`src/rtl/hsl_pkg.sv`:
```
package hsl_pkg;
  // Port B positions of the two host-driven handshake lines (active low)
  localparam int PB_PROG_BIT = 5;
  localparam int PB_ACK_BIT  = 4;

  typedef struct packed {
    logic prog_n;
    logic ack_n;
  } hs_pair_t;
endpackage

```
`src/rtl/hsl_byte_ram.sv`:
```
module hsl_byte_ram #(
  parameter int DEPTH   = 16,
  parameter int DW      = 8,
  parameter bit SYNC_RD = 1'b1
) (
  input  logic                     clk,
  input  logic                     we,
  input  logic [$clog2(DEPTH)-1:0] wa,
  input  logic [DW-1:0]            wd,
  input  logic [$clog2(DEPTH)-1:0] ra,
  output logic [DW-1:0]            rd
);
  logic [DW-1:0] mem [DEPTH];

  always_ff @(posedge clk) begin
    if (we) mem[wa] <= wd;
  end

  generate
    if (SYNC_RD) begin : g_sync
      always_ff @(posedge clk) rd <= mem[ra];
    end else begin : g_async
      assign rd = mem[ra];
    end
  endgenerate
endmodule

```
`src/rtl/hsl_irq_timer.sv`:
```
module hsl_irq_timer #(
  parameter int DELAY_US = 300
) (
  input  logic clk,
  input  logic rst,
  input  logic tick,
  input  logic arm,
  input  logic immediate,
  input  logic clr,
  output logic irq
);
  localparam int CW = $clog2(DELAY_US + 1);
  localparam logic [CW-1:0] LOAD = CW'(DELAY_US);
  localparam logic [CW-1:0] ONE  = CW'(1);

  logic [CW-1:0] cnt;
  logic          fire;
  logic          set_now;

  assign fire    = !arm && tick && (cnt == ONE);
  assign set_now = (arm && immediate) || fire;

  always_ff @(posedge clk) begin
    if (rst) begin
      cnt <= '0;
      irq <= 1'b0;
    end else begin
      if (arm)                  cnt <= immediate ? '0 : LOAD;
      else if (tick && cnt != '0) cnt <= cnt - ONE;
      if (set_now)              irq <= 1'b1;
      else if (clr)             irq <= 1'b0;
    end
  end

  always_comb begin
    if (!rst) begin
      AST_CNT_IN_RANGE: assert (cnt <= LOAD);
    end
  end

  AST_IRQ_IMMEDIATE: assert property (@(posedge clk) disable iff (rst)
    (arm && immediate) |=> irq);

  AST_SET_BEATS_CLR: assert property (@(posedge clk) disable iff (rst)
    (arm && immediate && clr) |=> irq);
endmodule

```
`src/rtl/hsl_pkt_link.sv`:
```
module hsl_pkt_link
  import hsl_pkg::*;
#(
  parameter int DEPTH    = 16,
  parameter int DW       = 8,
  parameter int DELAY_US = 300
) (
  input  logic                     clk,
  input  logic                     rst,
  input  logic                     tick_1us,
  input  logic                     pb_we,
  input  logic [5:4]               pb_hs,
  input  logic                     dir_to_dev,
  input  logic                     dirb_all_out,
  input  logic                     sr_we,
  input  logic [DW-1:0]            sr_wdata,
  input  logic                     sr_irq_clr,
  input  logic                     rsp_wr_en,
  input  logic [$clog2(DEPTH)-1:0] rsp_wr_addr,
  input  logic [DW-1:0]            rsp_wr_data,
  input  logic                     rsp_start,
  input  logic [$clog2(DEPTH):0]   rsp_start_len,
  input  logic [$clog2(DEPTH)-1:0] rx_rd_addr,
  output logic [DW-1:0]            rx_rd_data,
  output logic [DW-1:0]            sr_q,
  output logic                     req_n,
  output logic                     sr_irq,
  output logic                     pkt_done,
  output logic [$clog2(DEPTH):0]   pkt_len
);
  localparam int AW = $clog2(DEPTH);
  localparam int IW = AW + 1;
  localparam logic [IW-1:0] DEPTH_V = IW'(DEPTH);
  localparam logic [IW-1:0] ONE_V   = IW'(1);

  hs_pair_t      cur, last;
  logic [IW-1:0] rx_cnt, rsp_idx, rsp_len, start_len;
  logic [DW-1:0] rsp_rd;
  logic pair_chg, in_xfer, idle_upd, rsp_pend;
  logic send_step, recv_step, last_byte, sync_tog, xfer_end, idle_pend, arm;

  assign cur.prog_n = pb_hs[PB_PROG_BIT];
  assign cur.ack_n  = pb_hs[PB_ACK_BIT];
  assign start_len  = (rsp_start_len > DEPTH_V) ? DEPTH_V : rsp_start_len;

  // Handshake event decode
  assign pair_chg  = (cur != last);
  assign in_xfer   = pb_we && !cur.prog_n;
  assign idle_upd  = pb_we && cur.prog_n;
  assign rsp_pend  = (rsp_idx < rsp_len);
  assign send_step = in_xfer && dir_to_dev && pair_chg && (rx_cnt < DEPTH_V);
  assign recv_step = in_xfer && !dir_to_dev && pair_chg && rsp_pend;
  assign last_byte = recv_step && ((rsp_idx + ONE_V) == rsp_len);
  assign sync_tog  = idle_upd && last.prog_n && (cur.ack_n != last.ack_n);
  assign xfer_end  = idle_upd && !sync_tog && !last.prog_n;
  assign idle_pend = (idle_upd && !sync_tog && rsp_pend) ||
                     (rsp_start && last.prog_n && (start_len != '0));
  assign arm       = send_step || recv_step || sync_tog || xfer_end || rsp_start;

  always_ff @(posedge clk) begin
    if (rst) begin
      last     <= '{prog_n: 1'b1, ack_n: 1'b1};
      rx_cnt   <= '0;
      rsp_idx  <= '0;
      rsp_len  <= '0;
      req_n    <= 1'b1;
      sr_q     <= '0;
      pkt_done <= 1'b0;
      pkt_len  <= '0;
    end else begin
      pkt_done <= 1'b0;
      if (pb_we) last <= cur;

      if (send_step) rx_cnt <= rx_cnt + ONE_V;
      if (xfer_end) begin
        rx_cnt <= '0;
        if (rx_cnt != '0) begin
          pkt_done <= 1'b1;
          pkt_len  <= rx_cnt;
        end
      end

      if (recv_step)  sr_q <= rsp_rd;
      else if (sr_we) sr_q <= sr_wdata;

      if (rsp_start) begin
        rsp_idx <= '0;
        rsp_len <= start_len;
      end else if (recv_step) begin
        rsp_idx <= rsp_idx + ONE_V;
      end

      if (last_byte)      req_n <= 1'b1;
      else if (sync_tog)  req_n <= cur.ack_n;
      else if (idle_pend) req_n <= 1'b0;
    end
  end

  // Host-to-device bytes: block RAM style, registered read
  hsl_byte_ram #(.DEPTH(DEPTH), .DW(DW), .SYNC_RD(1'b1)) u_rx_ram (
    .clk (clk),
    .we  (send_step),
    .wa  (rx_cnt[AW-1:0]),
    .wd  (sr_q),
    .ra  (rx_rd_addr),
    .rd  (rx_rd_data)
  );

  // Response bytes: read in the same cycle as the handshake step
  hsl_byte_ram #(.DEPTH(DEPTH), .DW(DW), .SYNC_RD(1'b0)) u_rsp_ram (
    .clk (clk),
    .we  (rsp_wr_en),
    .wa  (rsp_wr_addr),
    .wd  (rsp_wr_data),
    .ra  (rsp_idx[AW-1:0]),
    .rd  (rsp_rd)
  );

  hsl_irq_timer #(.DELAY_US(DELAY_US)) u_irq (
    .clk       (clk),
    .rst       (rst),
    .tick      (tick_1us),
    .arm       (arm),
    .immediate (dirb_all_out),
    .clr       (sr_irq_clr),
    .irq       (sr_irq)
  );

  always_comb begin
    if (!rst) begin
      AST_RX_NO_OVERFLOW: assert (rx_cnt <= DEPTH_V);
      AST_RSP_IDX_BOUND: assert (rsp_idx <= rsp_len);
    end
  end

  AST_DONE_NONZERO: assert property (@(posedge clk) disable iff (rst)
    pkt_done |-> (pkt_len != '0));

  AST_DONE_SINGLE: assert property (@(posedge clk) disable iff (rst)
    pkt_done |=> !pkt_done);

  AST_REQ_RELEASE: assert property (@(posedge clk) disable iff (rst)
    last_byte |=> req_n);
endmodule

```
`config.mk`:
```
export PLATFORM = sky130hd
export DESIGN_NAME = hsl_pkt_link
export DESIGN_NICKNAME = d
export VERILOG_FILES = /design/src/rtl/hsl_pkg.sv /design/src/rtl/hsl_byte_ram.sv /design/src/rtl/hsl_irq_timer.sv /design/src/rtl/hsl_pkt_link.sv
export SDC_FILE = /design/constraint.sdc
export NUM_CORES = 1
export LEC_CHECK = 0
export ABC_AREA = 1
export BUFFER_PORTS_ARGS = -buffer_cell sky130_fd_sc_hd__buf_2
export CORE_ASPECT_RATIO = 0.9
export CORE_MARGIN = 5
export CORE_UTILIZATION = 65
export CTS_CLUSTER_SIZE = 40
export DETAILED_ROUTE_END_ITERATION = 12
export GPL_ROUTABILITY_DRIVEN = 0
export PLACE_DENSITY = 0.88
export SLEW_MARGIN = 20
export SYNTH_ARGS = -nofsm -noshare
export SYNTH_HDL_FRONTEND = slang
export SYNTH_SLANG_ARGS = --single-unit
```
`constraint.sdc`:
```
create_clock -name clk -period 4.4 [get_ports clk]
set_input_delay 0.88 -clock clk [delete_from_list [all_inputs] [get_ports clk]]
set_output_delay 0.88 -clock clk [all_outputs]
set_load 0.05 [all_outputs]
```
---- Word-level counts from Yosys, hierarchy flattened ----
Memories as Yosys holds them, arrays and structs flattened. A register that Yosys moved wholly into a read port is not among the register bits.
Cells that the tools add are included.
storage, ports and cells
  register bits after elaboration ......... 42
  RAM bits ................................ 256
  output and inout port bits .............. 24
  memories ................................ 2
operators by class
  add/subtract/negate cells ............... 3
  order comparisons ....................... 3
  equal/unequal tests ..................... 4
  multiplexer cells ....................... 17
  bitwise operators ....................... 1
  reduce and logical (&&, ||, !) cells .... 43
memories
  memory         words  width  read ports  clocked after Yosys merged registers in  write ports  RTL line            text
  u_rsp_ram.mem  16     8      1           1                                        1            hsl_byte_ram.sv:13  logic [DW-1:0] mem [DEPTH];
  u_rx_ram.mem   16     8      1           1                                        1            hsl_byte_ram.sv:13
operators by type and width
  kind                                              count
  2-to-1 mux 9 bit                                  3
  logical AND 1 bit                                 20
  2-to-1 mux 8 bit                                  2
  adder 5 x 1 -> 5 bit, second input constant       2
  nonzero test 5 bit                                2
  == test 9 x 1 -> 1 bit, second input constant     1
  2-to-1 mux 1 bit                                  9
  nonzero test 9 bit                                1
  subtractor 9 x 1 -> 9 bit, second input constant  1
  2-to-1 mux 4 bit                                  2
  nonzero test 2 bit                                4
  OR reduction 2 bit                                4
  logical OR 1 bit                                  6
  == test 5 bit                                     1
  > comparator 5 bit, second input constant         1
  zero test 1 bit                                   5
  < comparator 5 bit                                1
  < comparator 5 bit, second input constant         1
  2-to-1 mux 5 bit                                  1
  != test 2 bit                                     1
  AND reduction 2 bit                               1
  != test 1 bit                                     1
  NOT 1 bit                                         1

---- Logic depth before layout (Yosys ltp) ----
  depth in word-level cells ............... 14
  gate-level depth with buffers ........... 13

---- Modules after synthesis ----
From an unflattened synthesis, not the netlist that was laid out.
unflattened totals
  cell total of the unflattened synthesis .. 1444
  area, all modules ....................... 13731.9 µm²
modules (own cells, without submodules)
  module                     instances  cells each  area an instance (µm²)
  hsl_byte_ram at u_rx_ram   1          551         5766.8
  hsl_byte_ram at u_rsp_ram  1          543         5606.6
  hsl_pkt_link               1          248         1692.9
  hsl_irq_timer              1          102         665.6

---- Worst setup path after synthesis ----
Ideal clock, no wire load.
  path kind ............................... input port to flip-flop
  start ................................... in pb_we
  end ..................................... mem u_rx_ram.mem[3][0], enable pin
  library setup time ...................... 370 ps
  data arrival time ....................... 1844 ps
  data required time ...................... 4030 ps
  path slack .............................. 2186 ps
  stages on the path ...................... 6
  buffers on the path ..................... 0
  path through ............................ inv_1 > nor2_1 > nand3_1 > a21oi_4 > nand2_1 > nor2_1
between the ends
  word-level cells in the longest chain between the ends .. 6
RTL lines
  what                                    RTL line            text
  start: declaration                      hsl_pkt_link.sv:11  input logic pb_we,
  logical AND 1 bit                       hsl_pkt_link.sv:48  assign in_xfer = pb_we && !cur.prog_n;
  logical AND 1 bit (3 in series)         hsl_pkt_link.sv:51  assign send_step = in_xfer && dir_to_dev && pair_chg && (rx_cnt < DEPTH_V);
  2-to-1 mux 1 bit                        hsl_byte_ram.sv:16  if (we) mem[wa] <= wd;
  2-to-1 mux 1 bit (implied by the code)  hsl_byte_ram.sv:16
  end: declaration                        hsl_byte_ram.sv:13
No other way between the ends.

---- Worst setup path after layout ----
  start ................................... reg sr_q[7]
  end ..................................... out sr_q[7]
RTL lines
  what                      RTL line            text
  start: declaration        hsl_pkt_link.sv:25  output logic [DW-1:0] sr_q,
  start signal: assignment  hsl_pkt_link.sv:83  if (recv_step) sr_q <= rsp_rd;
  start signal: assignment  hsl_pkt_link.sv:84  else if (sr_we) sr_q <= sr_wdata;
No word-level cell between the ends.

==> flow_metrics.env <==
export IMPL_run_status="finished, final reports clean"
export IMPL_post_dp_cell_area_sq_mm=0.0137
export IMPL_cts_tree="yes"
export IMPL_crit_path_cell_trace="buf_2"
export IMPL_crit_buf_inv=1
export IMPL_first_pass_grt_wire_length_mm=46.9
export IMPL_antenna_found_initial=0
export IMPL_static_leakage_power_nw=5.93
export IMPL_top_signal_layer_used="met4"
export IMPL_post_synth_top_area_share_pct=58.3
export IMPL_route_met2_wl_mm=14.2
export IMPL_num_ports=65
export IMPL_avgViaCountPerCell=5.99
export IMPL_ys_async_sr_fraction_pct=0
export IMPL_power_per_cell_area_mw_per_mm2=441
export IMPL_layout_min_cycle_time_ps=2690
export IMPL_post_route_cells_drive_above_1_share_pct=11.9
export IMPL_totalNegativeSetupSlack_ps=0
export IMPL_cts_repair_timing_setup_buffer_count=0
export IMPL_synthesis_to_layout_area_growth_pct=11.6
export IMPL_maxSlewHeadroom_pct=25.3
export IMPL_post_synth_edffs=256
export IMPL_worstPathArrival_ps=1810
export IMPL_ys_seq_area_share_pct=66.5
export IMPL_stage_delay_of_the_slowest_cell_on_the_critical_path_ps=870
export IMPL_number_of_drc_markers_in_iteration_0=1167
export IMPL_post_synth_top_area_cell="edfxtp_1"
export IMPL_cpMaxStageDelayCell="dfxtp_1"
export IMPL_cts_repair_resized=0
export IMPL_setup_viol=0
export IMPL_globalRouteTotalUtil_pct=25.6
export IMPL_die_height_um=145
export IMPL_critical_path_class="reg2out"
export IMPL_timing_hold_ws_ps=461
export IMPL_max_clock_freq_mhz=371
export IMPL_path_depth=1
export IMPL_fp_dieArea_sq_mm=0.0232
export IMPL_routed_wirelength_mm=30.6
export IMPL_start_util_pct=66.0
export IMPL_post_route_drc_count=0
export IMPL_critical_path_top_delay_family="flip-flops"
export IMPL_synthDistinctLibCells=40
export IMPL_syn_num_nets=1268
export IMPL_end_kind="primary output"
export IMPL_dp_hpwl_mm=19.2
export IMPL_startpoint_type="register"
export IMPL_final_nets=1321
export IMPL_worst_path_max_fanout=18
export IMPL_synthCells=1215
export IMPL_dr_pass1_iters=6
export IMPL_reg2regPathDepth=8
export IMPL_min_path_type="reg2reg"
export IMPL_clk_pin_slew_ps=60
export IMPL_cts_sink_count=310
export IMPL_layout_worst_path_cycle_share_pct=61.2
export IMPL_clockBufferDepth=3
export IMPL_timing_critical_path_required_ps=3520
export IMPL_synth_most_common_cell="nand2_1"
export IMPL_clk_latency_ps=550
export IMPL_grt_start_max_net_pins=97
export IMPL_synth_top_cells_by_count="nand2_1, edfxtp_1, inv_1"
export IMPL_cts_htree_levels=1
export IMPL_worstMarginPinSlew_ps=1120
export IMPL_coreArea_sq_mm=0.0200
export IMPL_min_delay_path_depth=2
export IMPL_routed_wl_met3_mm=3.42
export IMPL_synth_ff_latch_count=310
export IMPL_grt_setup_unrepaired="no"
export IMPL_grt_pass1_vias=8730
export IMPL_avgRoutedWirePerCell_um=19.8
export IMPL_postRouteAntennaNets=0
export IMPL_synth_warnings=0
export IMPL_diodes=0
export IMPL_floorplan_die_width_um=160
export IMPL_cts_made_buffers=30
export IMPL_cap_violations=0
export IMPL_holdBufCountCts=0
export IMPL_wl_met1_mm=12.0
export IMPL_ys_dominant_reg_cell="edfxtp_1"
export IMPL_clk_root_buffer_cell="clkbuf_16"
export IMPL_final_hold_violation_count=0
export IMPL_final_worst_setup_slack_ps=1710
export IMPL_core_rowCount=49
export IMPL_slew_viols_final=0
export IMPL_setup_slack_placement_ps=1640
export IMPL_fin_skew_ps=15.0
export IMPL_synth_area_top_cells="edfxtp_1, dfxtp_1, nand2_1, nand3_1, inv_1"
export IMPL_vdd_drop_max_v=0.000486
export IMPL_dr_total_vias=9271
export IMPL_grt_overflow_total=0
export IMPL_portBuffers=64
export IMPL_netlist_area_sq_mm=0.0132
export IMPL_layout_cell_area_non_filler_sq_mm=0.0147
export IMPL_synth_area_per_cell_sq_um=10.9
-- cell type report --
class | instances | area, sq um
sequential | 310 | 8770
fill | 1216 | 5260
multi-input combinational | 703 | 3620
clock buffer | 36 | 805
inverter | 151 | 567
timing repair buffer | 72 | 383
tap | 255 | 319
clock inverter | 20 | 263
-- power breakdown --
part / internal, mW / switching, mW
sequential: 3.24 / 0.0432
combinational: 0.130 / 0.333
clock: 1.66 / 1.09
total: 5.03 / 1.46
-- path summary, 6_finish.rpt --
path	from	end	slack [ps]
setup / recovery	sr_q[7]	sr_q[7]	1710
hold / removal	pkt_len[4]	pkt_len[4]	460
hold reg to reg	pkt_len[4]	pkt_len[4]	460
setup reg to reg	register	sr_q[0]	2080
-- per-stage QoR --
step	cells	power (mW)	util [%]
after detailed placement	1491	3.80	68.3
after global placement	1491	3.78	68.3
after floorplan	1215	3.64	-
after global routing	1547	6.68	73.7
after CTS	1547	6.49	73.7
final	1547	6.49	73.7
-- logic make-up after synthesis --
kind of cell	synth area share [%]
buf+inv	6.10
mux	2.43
simple gates	15.9
fa+ha+maj	1.14
compound gates	7.39
xor+xnor	0.588
flops	66.5
-- routing by layer --
metal	vias to the layer above	GRT usage, %
li1	4243	-
met1	4310	37.4
met2	628	40.2
met3	90	4.65
met4	0	7.40
met5	-	0
-- sequential cells by signal, indices dropped and copies added, names as in the netlist, named ones only --
name / flops
pkt_len: 5
rsp_idx: 5
u_rsp_ram.mem: 128
u_irq.cnt: 9
u_rx_ram.mem: 128
sr_q: 8
u_irq.irq: 1
last: 2
pkt_done: 1
req_n: 1
rx_cnt: 5
u_rx_ram.rd: 8
rsp_len: 5
-- cells in the final DEF, fill, tap and decap left out, drive strengths merged, types with 3 or more instances in the layout --
cell      instances
nand2           273
edfxtp          256
inv             151
nand3           122
nor2             81
buf              72
o21ai            63
a21oi            58
dfxtp            54
clkbuf           36
o211ai           33
mux2i            32
ha               12
clkinv            9
nand4             6
bufinv            6
xor2              5
clkinvlp          5
nor3              4
xnor2             3
(Power assumes the default switching activity.)
